`config.mk`:
```
export PLATFORM = sky130hd
export DESIGN_NAME = gate_grid_fitness
export DESIGN_NICKNAME = d
export VERILOG_FILES = /design/src/rtl/gg_pkg.sv /design/src/rtl/gg_code_store.sv /design/src/rtl/gg_net_eval.sv /design/src/rtl/gg_sweep_ctrl.sv /design/src/rtl/gate_grid_fitness.sv
export SDC_FILE = /design/constraint.sdc
export NUM_CORES = 1
export LEC_CHECK = 0
export CAP_MARGIN = 20
export CORE_MARGIN = 2
export CORE_UTILIZATION = 55
export CTS_BUF_LIST = sky130_fd_sc_hd__clkbuf_4 sky130_fd_sc_hd__clkbuf_8
export CTS_CLUSTER_SIZE = 16
export DETAILED_ROUTE_END_ITERATION = 12
export GPL_TIMING_DRIVEN = 0
export HOLD_SLACK_MARGIN = 0.12
export PLACE_DENSITY = 0.83
export SETUP_SLACK_MARGIN = 0.5
export SYNTH_ARGS = -nofsm -noshare
export SYNTH_HDL_FRONTEND = slang
export SYNTH_SLANG_ARGS = --single-unit
```
`constraint.sdc`:
```
create_clock -name clk -period 11.8 [get_ports clk]
set_input_delay 1.77 -clock clk [delete_from_list [all_inputs] [get_ports clk]]
set_output_delay 1.77 -clock clk [all_outputs]
set_load 0.02 [all_outputs]
```
`src/rtl/gg_pkg.sv`:
```
package gg_pkg;
  localparam int CODE_W  = 4;
  localparam int ROWS    = 7;
  localparam int SLOTS   = 3;
  localparam int N_PI    = 3;
  localparam int NCOMBO  = 1 << N_PI;
  localparam int NET_N   = 1 + N_PI + ROWS - 1;   // null + inputs + internal nets
  localparam int CODES_W = ROWS * SLOTS * CODE_W;
  localparam int IDX_W   = $clog2(NCOMBO);
  localparam int FIT_W   = $clog2(NCOMBO + 1);

  typedef enum logic [CODE_W-1:0] {
    G_NONE = 4'd0,
    G_AND  = 4'd1,
    G_OR   = 4'd2,
    G_XOR  = 4'd3,
    G_NOT  = 4'd4
  } gate_e;

  // Value of an operand code at row r; out-of-order or illegal codes read 0.
  function automatic logic operand_val(input logic [CODE_W-1:0] code,
                                       input int row,
                                       input logic [NET_N-1:0] nets);
    int c;
    c = int'(code);
    if (c >= 1 && c < NET_N && c < (N_PI + 1 + row))
      return nets[c];
    return 1'b0;
  endfunction

  function automatic logic gate_val(input logic [CODE_W-1:0] g,
                                    input logic x, input logic y);
    case (g)
      G_AND:   return x & y;
      G_OR:    return x | y;
      G_XOR:   return x ^ y;
      G_NOT:   return ~x;
      default: return 1'b0;
    endcase
  endfunction

  function automatic logic [CODE_W-1:0] slot(input logic [CODES_W-1:0] codes,
                                             input int idx);
    return codes[idx*CODE_W +: CODE_W];
  endfunction

  // Evaluate the whole network for one input combination.
  function automatic logic net_output(input logic [CODES_W-1:0] codes,
                                      input logic [IDX_W-1:0] combo);
    logic [NET_N-1:0] nets;
    logic y;
    nets = '0;
    for (int i = 0; i < N_PI; i++)
      nets[1 + i] = combo[N_PI - 1 - i];
    y = 1'b0;
    for (int r = 0; r < ROWS; r++) begin
      y = gate_val(slot(codes, r*SLOTS + 1),
                   operand_val(slot(codes, r*SLOTS), r, nets),
                   operand_val(slot(codes, r*SLOTS + 2), r, nets));
      if (r < ROWS - 1)
        nets[N_PI + 1 + r] = y;
    end
    return y;
  endfunction
endpackage

```
`src/rtl/gg_code_store.sv`:
```
module gg_code_store
  import gg_pkg::*;
(
  input  logic               clk,
  input  logic               rst_n,
  input  logic               load,
  input  logic               busy,
  input  logic [CODES_W-1:0] codes_in,
  input  logic [NCOMBO-1:0]  target_in,
  output logic [CODES_W-1:0] codes_q,
  output logic [NCOMBO-1:0]  target_q
);
  logic take;
  assign take = load && !busy;

  always_ff @(posedge clk or negedge rst_n) begin
    if (!rst_n) begin
      codes_q  <= '0;
      target_q <= '0;
    end else if (take) begin
      codes_q  <= codes_in;
      target_q <= target_in;
    end
  end

  // nothing captured while a sweep runs
  assert_load_blocked_R8: assert property (@(posedge clk) disable iff (!rst_n)
    busy |=> ($stable(codes_q) && $stable(target_q)));
endmodule

```
`src/rtl/gg_net_eval.sv`:
```
module gg_net_eval
  import gg_pkg::*;
(
  input  logic [CODES_W-1:0] codes,
  input  logic [IDX_W-1:0]   combo,
  input  logic [NCOMBO-1:0]  target,
  output logic               f_out,
  output logic               match
);
  logic want;
  always_comb begin
    f_out = net_output(codes, combo);
    want  = target[combo];
    match = (f_out == want);
  end
endmodule

```
`src/rtl/gg_sweep_ctrl.sv`:
```
module gg_sweep_ctrl
  import gg_pkg::*;
(
  input  logic             clk,
  input  logic             rst_n,
  input  logic             start,
  input  logic             match,
  output logic             busy,
  output logic [IDX_W-1:0] combo,
  output logic             done,
  output logic [FIT_W-1:0] fitness
);
  logic             accept;
  logic             last;
  logic [FIT_W-1:0] acc;
  logic [FIT_W-1:0] acc_next;

  assign accept   = start && !busy;
  assign last     = busy && (combo == IDX_W'(NCOMBO - 1));
  assign acc_next = acc + FIT_W'(match);

  always_ff @(posedge clk or negedge rst_n) begin
    if (!rst_n) begin
      busy    <= 1'b0;
      combo   <= '0;
      acc     <= '0;
      done    <= 1'b0;
      fitness <= '0;
    end else if (accept) begin
      busy  <= 1'b1;
      combo <= '0;
      acc   <= '0;
      done  <= 1'b0;
    end else if (busy) begin
      if (last) begin
        busy    <= 1'b0;
        done    <= 1'b1;
        fitness <= acc_next;
      end else begin
        combo <= combo + 1'b1;
        acc   <= acc_next;
      end
    end
  end

  // score bounded by the number of combinations
  assert_fitness_range_R5: assert property (@(posedge clk) disable iff (!rst_n)
    done |-> (fitness <= FIT_W'(NCOMBO)));
  // done rises only at the end of a full sweep
  assert_done_timing_R6: assert property (@(posedge clk) disable iff (!rst_n)
    $rose(done) |-> ($past(busy) && $past(combo) == IDX_W'(NCOMBO - 1)));
  // result held while idle
  assert_result_hold_R6: assert property (@(posedge clk) disable iff (!rst_n)
    (done && !start) |=> (done && $stable(fitness)));
  // a running sweep steps on regardless of start
  assert_sweep_steps_R7: assert property (@(posedge clk) disable iff (!rst_n)
    (busy && combo != IDX_W'(NCOMBO - 1)) |=> (busy && combo == $past(combo) + 1'b1));
endmodule

```
`src/rtl/gate_grid_fitness.sv`:
```
module gate_grid_fitness
  import gg_pkg::*;
(
  input  logic               clk,
  input  logic               rst_n,
  input  logic               load,
  input  logic [CODES_W-1:0] codes_in,
  input  logic [NCOMBO-1:0]  target_in,
  input  logic               start,
  output logic               done,
  output logic [FIT_W-1:0]   fitness
);
  logic               busy;
  logic [IDX_W-1:0]   combo;
  logic [CODES_W-1:0] codes_q;
  logic [NCOMBO-1:0]  target_q;
  logic               f_out;
  logic               match;

  gg_code_store u_store (
    .clk(clk), .rst_n(rst_n), .load(load), .busy(busy),
    .codes_in(codes_in), .target_in(target_in),
    .codes_q(codes_q), .target_q(target_q)
  );

  gg_net_eval u_eval (
    .codes(codes_q), .combo(combo), .target(target_q),
    .f_out(f_out), .match(match)
  );

  gg_sweep_ctrl u_ctrl (
    .clk(clk), .rst_n(rst_n), .start(start), .match(match),
    .busy(busy), .combo(combo), .done(done), .fitness(fitness)
  );

  // no result flagged before a sweep has completed
  assert_idle_clean_R1: assert property (@(posedge clk) disable iff (!rst_n)
    (!done && !busy) |=> (!done || $past(busy)));
endmodule

```
==> impl_metrics.csv <==
group,metric,value,unit
run_status,status,"finished, final reports clean",
cts,clock-sinks,105,
pwr,power_frac_seq,32.2,%
sta,relSlewSlack,43.05,%
critical_path,max_stage_delay,0.52,ns
critical_path,end_kind,"flip-flop",
sta,rsz0062_at_grt,"true",
grt,grt_max_degree,60,
critical_path,path_common_cell,"buf_4",
route,drt-vias-per-instance,5.944,
route,first_iter_violations,361,
sta,finalClockSkew,0.007784,ns
critical_path,crit_buf_inv,15,
pwr,power.net_switching,938.4,uW
critical_path,cp_max_fo,5,
cts,cts_tree,"yes",
route,dr.pass1.iters,5,
die,initial_core_util,56.40,%
pwr,max-vdd-ir-drop,0.0001485,V
pwr,powerDensity,291.8,nW/um^2
critical_path,critical-path-slowest-cell,"or4_4",
die,die_w,106.7,um
sta,worst_pin_slew,0.8328,ns
cts,clk_latency,0.38,ns
sta,finalMaxSlewViolations,0,
pwr,p_sw_share,40.56,%
synth,ys.warnings.count,0,
placement,post_dp_cell_area,6993,sq um
placement,portBuffers,100,
synth,yosysSeqAreaShare,45.33,%
job,drv_cap,0,
sta,fin_crit,11.47,ns
die,fp-row-count,37,
synth,synth_area,5797,sq um
die,die_h,106.7,um
placement,place.gp.congestion,0.8448,
pwr,intPower,1375,uW
route,routed-via-count,4874,
synth,async_flop_share,100.0,%
synth,synth_top_area_cell,"dfrtp_1",
route,drt_wl_total,15590,um
synth,syn_nets,635,
cts,cts_buffer_depth,2,
sta,finalHoldViolations,0,
grt,grt_overflow_total,0,
synth,synth_common_cells,"dfrtp_1 (105), mux2_2 (96), nand2_1 (39)",
cts,numCtsBuffers,9,
route,drc,0,
grt,grt_pass1_vias,4971,
critical_path,crit_path_start_kind,"flip-flop",
cts,cts_root_buf,"clkbuf_8",
die,dieArea,11380,sq um
critical_path,path_class,"reg2reg",
cts,clk_pin_slew_worst_paths,0.09,ns
route,drt-wirelength-per-cell,19.01,um
finish,fill_cells,615,
grt,grt_first_pass_wirelength,24150,um
route,ant_nets,0,
critical_path,required,12.07,ns
sta,max_freq,87.17,MHz
synth,synth_cell_types,64,
pwr,combinationalPowerShare,58.2,%
placement,hpwl,9862,um
synth,ys_ff_latch,105,
critical_path,cp.arrival,11.74,ns
cts,htreeDepth,3,
finish,n_antenna_cell,0,
grt,antenna_found_initial,0,
synth,netlist_instances,521,
worst_hold_path,hp-class,"reg2reg",
sta,fin_crit_sh,97.22,%
synth,synth.area.top_cells,"dfrtp_1 (45%), mux2_2 (19%), ha_1 (3.9%)",
finish,layout.nets,794,
synth,syn_area_per_cell,11.13,sq um
synth,synth_edf_count,0,
pwr,p_clk_share,9.6,%
grt,track_usage,27.19,%
cts,holdBufCountCts,0,
synth,ys.flop_type,"dfrtp_1",
sta,setup_viol,0,
synth,yosysMostFrequentCell,"dfrtp_1",
pwr,leakage,0.003319,uW
die,io-pin-count,101,
pwr,finalPower,2313,uW
critical_path,crit_family,"simple AND/OR/NAND/NOR gates",
finish,drive_above_1_share,34.06,%
finish,final_cell_area,7929,sq um
synth,synth_top_area_share,45.33,%
die,core,10280,sq um
finish,syn2layout_area_growth,36.78,%
==> metal layers <==
layer	global-route usage, %	part of all wire, %
met1	33.23	40
met2	45.50	48
met3	5.957	7.4
met4	13.64	4.5
met5	0	0
==> logic make-up (layout without fill, tap and decap cells) <==
group / count (synthesis) / after routing / synth area share (%)
xor+xnor: 4 / 4 / 0.6045
fa+ha+maj: 18 / 18 / 3.885
buf+inv: 45 / 208 / 3.043
compound gates: 110 / 110 / 13.36
mux: 111 / 111 / 22.38
flops: 105 / 105 / 45.33
simple gates: 128 / 128 / 11.40
==> power groups by stage <==
stage | clock network, uW | logic, uW | registers (uW)
detailed placement | 0 | 971 | 720
floorplan | 0 | 735 | 678
global placement | 0 | 916 | 705
CTS | 227 | 1180 | 724
finish | 222 | 1350 | 744
global route | 243 | 1450 | 770
==> metrics by stage <==
step           hold slack [ns]  setup slack (ns)  util (%)  instances  TNS, ns
2_1_floorplan           0.4701            0.9753         -        521        0
3_3_place_gp            0.4597            -1.284     67.80        757   -9.643
3_5_place_dp            0.4690            -1.733     68.04        758   -12.96
4_1_cts                 0.4960            0.4031     74.85        807        0
5_1_grt                 0.5228           -0.1261     77.15        820  -0.3405
6_report                0.4886            0.3277     77.15        820        0
==> what timing repair did <==
action,in CTS,in global routing
cloned,0,0
pin swaps,31,26
endpoints found under the setup margin,8,8
gates resized for setup,67,33
setup buffers,34,13
==> registers in the layout, indices dropped and copies added (netlist names) <==
name / count
u_store.codes_q: 84
u_ctrl.done: 1
u_ctrl.fitness: 4
u_ctrl.busy: 1
u_ctrl.combo: 3
u_store.target_q: 8
u_ctrl.acc: 4
==> worst paths after layout <==
check | start | end | slack (ns) | cells past startpoint
worst min-delay path | u_ctrl.fitness[2] | u_ctrl.fitness[2] | 0.49 | 2
worst max-delay path | u_ctrl.combo[0] | u_ctrl.acc[3] | 0.33 | 75
worst min register to register | u_ctrl.fitness[2] | u_ctrl.fitness[2] | 0.49 | 2
worst max register to register | u_ctrl.combo[0] | u_ctrl.acc[3] | 0.33 | 75
max in group asynchronous | rst_n | u_store.codes_q[25] | 9.71 | 2
min in group asynchronous | rst_n | u_store.codes_q[65] | 1.40 | 1
==> worst register-to-register path: cells and delay by family (launching register included) <==
kind            cells  cell delay, ns
simple gates       24            3.57
compound gates     24            2.85
fa+ha+maj           7            1.86
buf+inv            15            1.56
mux                 4            0.87
flops               1            0.38
xor+xnor            1            0.27
==> placed cells by master (no fill, tap or decap), types with 14 or more instances in the layout <==
master,Yosys,layout
a21oi_1,26,22
buf_4,1,45
clkbuf_1,16,14
clkdlybuf4s50_1,0,99
dfrtp_1,105,105
ha_1,18,14
inv_1,23,21
mux2_2,96,94
nand2_1,39,34
nor2_1,29,27
o21ai_0,31,18
==> layout make-up <==
class	instances	area [sq um]	share of cell area [%]
sequential	105	2628	33.14
clock inverter	5	56.30	0.7101
buffer	21	143.9	1.815
multi-input combinational	371	3319	41.87
clock buffer	10	131.4	1.657
tap	136	170.2	2.146
inverter	24	90.09	1.136
timing repair buffer	148	1390	17.53
(Power assumes the default switching activity.)
